--- config.mk ---
export PLATFORM = sky130hd
export DESIGN_NAME = mwr_read_port
export DESIGN_NICKNAME = d
export VERILOG_FILES = /design/src/rtl/mwr_pkg.sv /design/src/rtl/mwr_pin_sampler.sv /design/src/rtl/mwr_cmd_decoder.sv /design/src/rtl/mwr_mem_array.sv /design/src/rtl/mwr_out_shifter.sv /design/src/rtl/mwr_read_port.sv
export SDC_FILE = /design/constraint.sdc
export NUM_CORES = 1
export LEC_CHECK = 0
export CAP_MARGIN = 20
export CORE_MARGIN = 1
export CORE_UTILIZATION = 35
export CTS_CLUSTER_SIZE = 20
export DETAILED_ROUTE_END_ITERATION = 8
export HOLD_SLACK_MARGIN = 0.1
export MAX_ROUTING_LAYER = met4
export PLACE_DENSITY_LB_ADDON = 0.05
export SYNTH_ARGS = -nofsm -noshare
export SYNTH_HDL_FRONTEND = slang
export SYNTH_SLANG_ARGS = --single-unit
--- constraint.sdc ---
create_clock -name clk -period 6.24 [get_ports clk]
set_input_delay 1.248 -clock clk [delete_from_list [all_inputs] [get_ports clk]]
set_output_delay 1.248 -clock clk [all_outputs]
set_load 0.005 [all_outputs]
--- src/rtl/mwr_pkg.sv ---
package mwr_pkg;

  // Decoder phases for one command frame.
  typedef enum logic [2:0] {
    ST_HUNT   = 3'd0,  // waiting for the start bit
    ST_OP_HI  = 3'd1,  // first opcode bit expected
    ST_OP_LO  = 3'd2,  // second opcode bit expected
    ST_ADDR   = 3'd3,  // address bits arriving
    ST_STREAM = 3'd4,  // read data leaving on the output
    ST_SKIP   = 3'd5   // non-read frame, wait for deselect
  } mwr_state_e;

  localparam logic [1:0] OPC_READ = 2'b10;

  // Word size follows the organisation choice.
  function automatic int word_width(input bit wide);
    return wide ? 16 : 8;
  endfunction

  // Address size keeps the array at 1024 bits either way.
  function automatic int addr_width(input bit wide);
    return wide ? 6 : 7;
  endfunction

endpackage

--- src/rtl/mwr_pin_sampler.sv ---
module mwr_pin_sampler #(
  parameter int SYNC_DEPTH = 2
) (
  input  logic clk,
  input  logic rst_n,
  input  logic cs,
  input  logic sk,
  input  logic di,
  output logic cs_s,
  output logic di_s,
  output logic sk_rise
);

  logic [SYNC_DEPTH-1:0] cs_p;
  logic [SYNC_DEPTH-1:0] sk_p;
  logic [SYNC_DEPTH-1:0] di_p;
  logic                  sk_d;

  generate
    if (SYNC_DEPTH == 1) begin : g_single
      always_ff @(posedge clk or negedge rst_n) begin
        if (!rst_n) begin
          cs_p <= '0;
          sk_p <= '0;
          di_p <= '0;
        end else begin
          cs_p <= cs;
          sk_p <= sk;
          di_p <= di;
        end
      end
    end else begin : g_chain
      always_ff @(posedge clk or negedge rst_n) begin
        if (!rst_n) begin
          cs_p <= '0;
          sk_p <= '0;
          di_p <= '0;
        end else begin
          cs_p <= {cs_p[SYNC_DEPTH-2:0], cs};
          sk_p <= {sk_p[SYNC_DEPTH-2:0], sk};
          di_p <= {di_p[SYNC_DEPTH-2:0], di};
        end
      end
    end
  endgenerate

  always_ff @(posedge clk or negedge rst_n) begin
    if (!rst_n) sk_d <= 1'b0;
    else        sk_d <= sk_p[SYNC_DEPTH-1];
  end

  assign cs_s    = cs_p[SYNC_DEPTH-1];
  assign di_s    = di_p[SYNC_DEPTH-1];
  assign sk_rise = sk_p[SYNC_DEPTH-1] & ~sk_d;

endmodule

--- src/rtl/mwr_cmd_decoder.sv ---
module mwr_cmd_decoder
  import mwr_pkg::*;
#(
  parameter int AW = 6
) (
  input  logic          clk,
  input  logic          rst_n,
  input  logic          cs_s,
  input  logic          di_s,
  input  logic          sk_rise,
  output logic          stream_go,
  output logic [AW-1:0] start_addr,
  output logic          in_skip
);

  localparam int CW = $clog2(AW);
  localparam logic [CW-1:0] LAST_IDX = CW'(AW - 1);

  mwr_state_e    state;
  logic [1:0]    opcode;
  logic [CW-1:0] cnt;
  logic [AW-1:0] addr_sh;
  logic          addr_last;

  // The rise carrying the final address bit.
  assign addr_last  = cs_s && sk_rise && (state == ST_ADDR) && (cnt == LAST_IDX);
  assign stream_go  = addr_last && (opcode == OPC_READ);
  assign start_addr = {addr_sh[AW-2:0], di_s};
  assign in_skip    = (state == ST_SKIP);

  always_ff @(posedge clk or negedge rst_n) begin
    if (!rst_n) begin
      state   <= ST_HUNT;
      opcode  <= 2'b00;
      cnt     <= '0;
      addr_sh <= '0;
    end else if (!cs_s) begin
      state <= ST_HUNT;
      cnt   <= '0;
    end else if (sk_rise) begin
      case (state)
        ST_HUNT: begin
          if (di_s) state <= ST_OP_HI;
        end
        ST_OP_HI: begin
          opcode[1] <= di_s;
          state     <= ST_OP_LO;
        end
        ST_OP_LO: begin
          opcode[0] <= di_s;
          cnt       <= '0;
          state     <= ST_ADDR;
        end
        ST_ADDR: begin
          addr_sh <= {addr_sh[AW-2:0], di_s};
          if (cnt == LAST_IDX) begin
            state <= (opcode == OPC_READ) ? ST_STREAM : ST_SKIP;
          end else begin
            cnt <= cnt + 1'b1;
          end
        end
        ST_STREAM: state <= ST_STREAM;
        ST_SKIP:   state <= ST_SKIP;
        default:   state <= ST_HUNT;
      endcase
    end
  end

endmodule

--- src/rtl/mwr_mem_array.sv ---
module mwr_mem_array #(
  parameter int AW = 6,
  parameter int DW = 16
) (
  input  logic          clk,
  input  logic          rst_n,
  input  logic          we,
  input  logic [AW-1:0] waddr,
  input  logic [DW-1:0] wdata,
  input  logic [AW-1:0] raddr,
  output logic [DW-1:0] rdata
);

  localparam int DEPTH = 1 << AW;

  logic [DW-1:0] mem [DEPTH];

  // Erased state is all ones.
  always_ff @(posedge clk or negedge rst_n) begin
    if (!rst_n) begin
      for (int i = 0; i < DEPTH; i++) mem[i] <= '1;
    end else if (we) begin
      mem[waddr] <= wdata;
    end
  end

  assign rdata = mem[raddr];

endmodule

--- src/rtl/mwr_out_shifter.sv ---
module mwr_out_shifter #(
  parameter int AW = 6,
  parameter int DW = 16
) (
  input  logic          clk,
  input  logic          rst_n,
  input  logic          cs_s,
  input  logic          sk_rise,
  input  logic          stream_go,
  input  logic [AW-1:0] start_addr,
  input  logic [DW-1:0] rdata,
  output logic [AW-1:0] cur_addr,
  output logic [$clog2(DW)-1:0] bit_idx,
  output logic          word_done,
  output logic          do_data,
  output logic          do_oe
);

  localparam int BW = $clog2(DW);
  localparam logic [BW-1:0] TOP_BIT = BW'(DW - 1);

  // Address step with natural wrap at the top of the array.
  function automatic logic [AW-1:0] step_addr(input logic [AW-1:0] a);
    return a + 1'b1;
  endfunction

  logic shift_now;

  assign shift_now = cs_s && sk_rise && do_oe;
  assign word_done = shift_now && (bit_idx == '0);

  always_ff @(posedge clk or negedge rst_n) begin
    if (!rst_n) begin
      do_oe    <= 1'b0;
      do_data  <= 1'b0;
      bit_idx  <= TOP_BIT;
      cur_addr <= '0;
    end else if (!cs_s) begin
      do_oe <= 1'b0;
    end else if (stream_go) begin
      // Dummy zero leads the first word only.
      do_oe    <= 1'b1;
      do_data  <= 1'b0;
      bit_idx  <= TOP_BIT;
      cur_addr <= start_addr;
    end else if (shift_now) begin
      do_data <= rdata[bit_idx];
      if (bit_idx == '0) begin
        bit_idx  <= TOP_BIT;
        cur_addr <= step_addr(cur_addr);
      end else begin
        bit_idx <= bit_idx - 1'b1;
      end
    end
  end

endmodule

--- src/rtl/mwr_read_port.sv ---
module mwr_read_port
  import mwr_pkg::*;
#(
  parameter bit WIDE_WORDS = 1'b1,
  parameter int SYNC_DEPTH = 2
) (
  input  logic clk,
  input  logic rst_n,
  input  logic cs,
  input  logic sk,
  input  logic di,
  output logic do_data,
  output logic do_oe,
  input  logic mem_we,
  input  logic [addr_width(WIDE_WORDS)-1:0] mem_waddr,
  input  logic [word_width(WIDE_WORDS)-1:0] mem_wdata
);

  localparam int DW = word_width(WIDE_WORDS);
  localparam int AW = addr_width(WIDE_WORDS);
  localparam int BW = $clog2(DW);

  // Named internal events, also seen by the bound checker.
  logic          cs_s;
  logic          di_s;
  logic          sk_rise;
  logic          stream_go;
  logic          in_skip;
  logic          word_done;
  logic [AW-1:0] start_addr;
  logic [AW-1:0] cur_addr;
  logic [BW-1:0] bit_idx;
  logic [DW-1:0] rdata;

  mwr_pin_sampler #(.SYNC_DEPTH(SYNC_DEPTH)) u_pins (
    .clk     (clk),
    .rst_n   (rst_n),
    .cs      (cs),
    .sk      (sk),
    .di      (di),
    .cs_s    (cs_s),
    .di_s    (di_s),
    .sk_rise (sk_rise)
  );

  mwr_cmd_decoder #(.AW(AW)) u_dec (
    .clk        (clk),
    .rst_n      (rst_n),
    .cs_s       (cs_s),
    .di_s       (di_s),
    .sk_rise    (sk_rise),
    .stream_go  (stream_go),
    .start_addr (start_addr),
    .in_skip    (in_skip)
  );

  mwr_mem_array #(.AW(AW), .DW(DW)) u_mem (
    .clk   (clk),
    .rst_n (rst_n),
    .we    (mem_we),
    .waddr (mem_waddr),
    .wdata (mem_wdata),
    .raddr (cur_addr),
    .rdata (rdata)
  );

  mwr_out_shifter #(.AW(AW), .DW(DW)) u_out (
    .clk        (clk),
    .rst_n      (rst_n),
    .cs_s       (cs_s),
    .sk_rise    (sk_rise),
    .stream_go  (stream_go),
    .start_addr (start_addr),
    .rdata      (rdata),
    .cur_addr   (cur_addr),
    .bit_idx    (bit_idx),
    .word_done  (word_done),
    .do_data    (do_data),
    .do_oe      (do_oe)
  );

endmodule

* Yosys cells after proc, flatten, opt, wreduce, memory -nomap -nowiden *
Cells that the tools add are included.
W data, S select, Z words.

operators by class
  bitwise gates (word level) = 4
  equality and inequality tests = 13
  multiplexer cells = 28
  add/sub/neg operators = 3
  reductions and logical operators = 17
  magnitude comparators = 4

operators by type and width
  cell                   number
  $bwmux W1024           1
  $bmux W16 S6           1
  $demux W16 S6          1
  $mux W16               3
  $mux W3                7
  $mux W6                3
  $pmux W3 S6            1
  $reduce_and A3 Y1      6
  $ge A7 B7 Y1 const B   2
  $not A6 Y7             2
  $mux W4                3
  $eq A3 B3 Y1 const B   3
  $ne A3 B3 Y1 const B   3
  $lt A7 B1 Y1 const B   1
  $add A6 B1 Y6 const B  1
  $eq A3 B2 Y1 const B   2
  $logic_and A1 B1 Y1    6
  $mux W1                6
  $pmux W3 S2            1
  $lt A4 B5 Y1 const B   1
  $bmux W1 S4            1
  $logic_not A4 Y1       1
  $reduce_bool A2 Y1     2
  $sub A4 B1 Y4 const B  1
  10 further kinds       10

storage, ports and cells
  word-level logic and storage cells = 146
  register bits after elaboration = 1056
  output and inout bits = 2

* Logic depth before layout (Yosys ltp) *
  word-level depth = 8
  depth in mapped cells = 14
  gate-level depth less buffers = 9

* By module *
Synthesis repeated with hierarchy kept, for this count alone.

second synthesis, totals
  cell total of the unflattened synthesis = 3160
  area total of the unflattened synthesis = 49752.7 µm²

modules (own cells, without submodules)
  module           instances  area an instance (µm²)  cells each
  mwr_mem_array    1          48049.8                 3002
  mwr_out_shifter  1          834.6                   86
  mwr_cmd_decoder  1          679.4                   64
  mwr_pin_sampler  1          188.9                   8

* Worst setup path before layout *
Ideal clock, no wire load.

  kind = input -> register
  start point = input port mem_waddr[5]
  end point = register u_mem.mem[389] in the netlist's numbering
  arrival time = 3.123 ns
  stages on the path = 6
  setup slack = 3.035 ns
  buffers on the path = 3
  data required time = 6.158 ns
  library setup time = 0.082 ns
  cell sequence = clkbuf_1 or3b_2 clkbuf_1 nor2_1 clkbuf_1 mux2_2

on the way
  longest elaborated chain between the ends = 6
  elaborated cells between the ends (all ways) = 7

RTL lines
  element                                                             line                 text
  start: declaration                                                  mwr_read_port.sv:15  input logic [addr_width(WIDE_WORDS)-1:0] mem_waddr,
  $not A6 Y7 (not written as such) *                                  mwr_mem_array.sv:23  mem[waddr] <= wdata;
  $ge A7 B7 Y1 (not written as such) or $lt A7 B1 Y1 (tied branches)  mwr_mem_array.sv:23
  $logic_and A1 B1 Y1 (not written as such)                           mwr_mem_array.sv:23
  $mux W16 (not written as such)                                      mwr_mem_array.sv:23
  $demux W16 S6 *                                                     mwr_mem_array.sv:23
  $bwmux W1024 *                                                      mwr_mem_array.sv:23
  end signal: indexed assignment                                      mwr_mem_array.sv:23
  end: declaration                                                    mwr_mem_array.sv:16  logic [DW-1:0] mem [DEPTH];

Mark *: on every way between the ends. The rest lies on a longest branch, timed or not.
A chain may end at the register's enable or synchronous reset.

* Worst setup path in the final report *
  start point = register u_out.cur_addr[0]
  end point = register u_out.do_data

on the way
  longest elaborated chain between the ends = 8

RTL lines
  element                                      line                   text
  start: declaration                           mwr_out_shifter.sv:12  output logic [AW-1:0] cur_addr,
  start signal: assignment                     mwr_out_shifter.sv:45  cur_addr <= start_addr;
  start signal: assignment                     mwr_out_shifter.sv:50  cur_addr <= step_addr(cur_addr);
  $not A6 Y7 (not written as such)             mwr_mem_array.sv:27    assign rdata = mem[raddr];
  $bmux W16 S6                                 mwr_mem_array.sv:27
  $mux W16 (not written as such) (2 in a row)  mwr_mem_array.sv:27
  $bmux W1 S4                                  mwr_out_shifter.sv:47  do_data <= rdata[bit_idx];
  $mux W1 (not written as such)                mwr_out_shifter.sv:47
  $mux W1                                      mwr_out_shifter.sv:46  end else if (shift_now) begin
  $mux W1                                      mwr_out_shifter.sv:40  end else if (stream_go) begin
  end signal: assignment                       mwr_out_shifter.sv:47
  end: declaration                             mwr_out_shifter.sv:15  output logic do_data,

Every way passes these cells. The select of a mux whose other input is x is not followed.

==> run summary <==
==================================================================================
Starting density of the core                                                 0.353
Path class of the lowest-slack min-delay path                              reg2reg
Row Count                                                                      138
Detailed-placement wirelength estimate                                     92.2 mm
Total negative setup slack                                                    0 ns
Layout Utilization                                                           0.399
Remaining number of nets flagged by the antenna check after routing              0
Congestion Overflow GR                                                           0
Summed instance area of the synthesized netlist                         0.0500 mm²
Share of cells above drive strength 1                                        0.790
Tot Pwr                                                                    18.1 mW
CTS H-Tree Depth                                                                 4
Post-synthesis cell type count                                                  70
Largest stage delay, worst path                                            0.88 ns
Die Footprint                                                            0.144 mm²
Final hold violations                                                            0
Die boundary height                                                         380 µm
Count of maximum capacitance violations                                          0
Warning count from the yosys run                                                 0
Critical path class                                                        reg2reg
Synthesized area per cell                                                 15.4 µm²
Die extent in x                                                             380 µm
Combinational cell fraction of total power                                   0.100
Buffers plus inverters on the worst setup path                                   1
Max Slew Vio Count                                                               0
Arrival time of the worst setup path                                       4.79 ns
Via density                                                                   5.47
Outcome                                                               finished, final reports clean
Total clock buffers created by CTS                                             131
CTS max path bufs                                                                3
Initial antenna violation count                                                  2
Number of DRC markers in iteration 0                                          1667
Number of detailed-route iterations in the first pass                            7
TritonCTS clock tree                                                         built
Cell chain of the critical path                                       buf_4, mux4_2, mux4_2, a211oi_1, nor4b_1, nor4_2, o221ai_1
Post-cts repair resize count                                                     0
Largest fanout of any net on the critical path                                  26
Average wire per standard cell                                             29.1 µm
Fraction of the cycle the final worst path needs                             0.672
Clk sinks                                                                     1056
Number of flops mapped to enable cells by yosys                                  0
Insertion delay to the later sink of the worst-skew pair                   0.74 ns
Worst Hold Slack                                                          0.352 ns
CP required                                                                6.84 ns
Switching power share of the total                                           0.232
Most frequent cell on the critical path                                     mux4_2
Total wire length                                                           152 mm
IR drop worst, VDD                                                          188 µV
Power spent charging and discharging nets                                  4.22 mW
Number of setup violations in the final report                                   0
Share of power burned in registers                                           0.486
CORE AREA                                                                0.142 mm²
Leakage power summed over all cells                                        21.4 nW
Number of storage elements in the synthesis netlist                           1056
Sort of element at the end of the critical path                          flip-flop
Relative contribution of the clock network to total power                    0.414
Hold-fix buffers, CTS                                                            0
Most used flip-flop cell after synthesis                                   dfstp_2
Via count                                                                    28516
Post-synthesis async set-or-reset flop share                                  1.00
Remaining routing DRC violations                                                 0
Gate count after technology mapping                                           3244
Worst setup slack after layout                                             2.05 ns
Number of I/O port buffers                                                      29
CP delay by family, top                                               multiplexers
P&R area growth vs syn                                                       13.1%
Clock tree root buffer cell                                              clkbuf_16
Max Fclk                                                                   238 MHz
RePlAce Congestion                                                           0.782
Internal                                                                   13.9 mW
Nets in the synthesized netlist                                               3276
Global-route wire length before repair                                      224 mm
Least-Margin Pin Slew                                                      1.10 ns
Worst slack after detailed placement                                       1.94 ns
Global router's overall resource usage                                       0.218
Unrepaired setup endpoints after global routing                                 no
Largest net degree at the start of global routing                              177
Clk_skew                                                                 0.0203 ns
Fin nets                                                                      3264
Sequential cell area fraction in the yosys report                            0.554
Number of global-route vias before repair                                    30725
Final Critical Period                                                      4.19 ns
Worst relative slew slack                                                    0.264
Setup bufs post-CTS                                                              0
Count of boundary I/O pins                                                      30
P per Cell Area                                                         321 mW/mm²
CTS clock-pin slew for the worst setup and hold paths                      0.05 ns
Sort of element at the start of the critical path                        flip-flop
Slowest CP cell                                                            dfrtp_4
==================================================================================
-- sequential cells by signal (all words and copies together), names as in the netlist --
name	cells
u_mem.mem	1024
u_out.cur_addr	6
u_dec.addr_sh	5
u_out.bit_idx	4
u_dec.cnt	3
u_dec.state	3
u_dec.opcode	2
u_pins.cs_p	2
u_pins.di_p	2
u_pins.sk_p	2
u_out.do_data	1
u_out.do_oe	1
u_pins.sk_d	1
-- per-stage QoR --
stage	cell area (µm²)	std cells
global placement	52100	4982
CTS	56500	5211
detailed placement	52200	4986
finish	56600	5217
global route	56600	5214
floorplan	50000	3244
-- worst register-to-register path, stage by stage (launching register included) --
cell	delay [ns]
dfrtp_4	0.88
buf_4	0.57
mux4_2	0.63
mux4_2	0.54
a211oi_1	0.73
nor4b_1	0.20
nor4_2	0.31
o221ai_1	0.17
-- synth_stat cells (12+ instances only) --
cell / count / area [µm²]
mux2i_1: 164 / 1640
mux4_2: 169 / 3810
buf_1: 18 / 67.6
o22ai_1: 35 / 219
nand3_1: 12 / 60.1
a21oi_1: 62 / 310
mux4_1: 23 / 604
nor3_1: 28 / 140
o221ai_1: 68 / 596
buf_8: 12 / 180
nand2_1: 55 / 206
buf_2: 28 / 140
o21ai_0: 20 / 100
buf_6: 26 / 293
clkbuf_1: 195 / 732
a22oi_1: 12 / 90.1
mux2_2: 1032 / 11600
dfrtp_1: 28 / 701
dfstp_2: 1028 / 27000
nor2b_1: 12 / 75.1
nor2_1: 78 / 293
-- power by group through the flow --
stage / clock [mW] / combinational [mW] / sequential [mW]
3_3_place_gp: 0 / 1.76 / 8.82
3_5_place_dp: 0 / 1.84 / 8.91
2_1_floorplan: 0 / 1.28 / 8.74
6_report: 7.51 / 1.81 / 8.82
4_1_cts: 7.77 / 1.85 / 8.81
5_1_grt: 8.05 / 1.96 / 8.94
-- area by class of cell --
class                   instances  area (µm²)
diodes                          3        7.51
clock buffers                 200        4050
clock inverters                25         225
fillers                     12960       85000
inverters                      10        40.0
multi-input cells            1878       20700
flip-flops and latches       1056       27700
well taps                    1890        2360
repair buffers                155        1440
-- cell families (layout without fill, tap and decap cells) --
group,Yosys count,after routing,synth area share
mux,1389,1389,0.354
flops,1056,1056,0.554
buf+inv,310,390,0.0332
compound gates,248,248,0.0344
simple gates,237,237,0.0230
fa+ha+maj,4,4,0.00100
other cells,0,3,0
-- worst paths after layout --
check | from | cells after the start | endpoint | slack (ns)
setup / recovery | u_out.cur_addr[0] | 7 | u_out.do_data | 2.05
hold / removal | u_pins.di_p[0] | 0 | u_pins.di_p[1] | 0.35
setup reg to reg | u_out.cur_addr[0] | 7 | u_out.do_data | 2.05
hold reg to reg | u_pins.di_p[0] | 0 | u_pins.di_p[1] | 0.35
max in group asynchronous | rst_n | 2 | u_out.cur_addr[3] | 4.17
min in group asynchronous | rst_n | 1 | u_mem.mem[185] | 0.91
-- placed cells by master (no fill, tap or decap), drive strengths merged, types with 12 or more instances in the layout --
cell type      Yosys  routed
nor2              78      78
dfrtp             28      28
nand2             55      55
a22oi             12      12
o21ai             21      21
a21oi             62      62
mux4             193     193
clkbuf           204     200
o221ai            68      68
mux2            1032    1032
clkdlybuf4s50      0      12
mux2i            164     164
nand3             12      12
clkinv             1      21
buf               94     143
o22ai             35      35
nor3              28      28
nor2b             12      12
dfstp           1028    1028
-- routing by layer --
| metal | up-vias | global-route usage | wire [µm] |
|---|---|---|---|
| met3 | 196 | 0.0289 | 4930 |
| met2 | 510 | 0.342 | 72600 |
| met1 | 15738 | 0.297 | 70600 |
| met5 | - | - | 0 |
| met4 | 0 | 0.0589 | 3490 |
| li1 | 12072 | - | - |
Note: power is estimated with default switching activity, not from simulation.
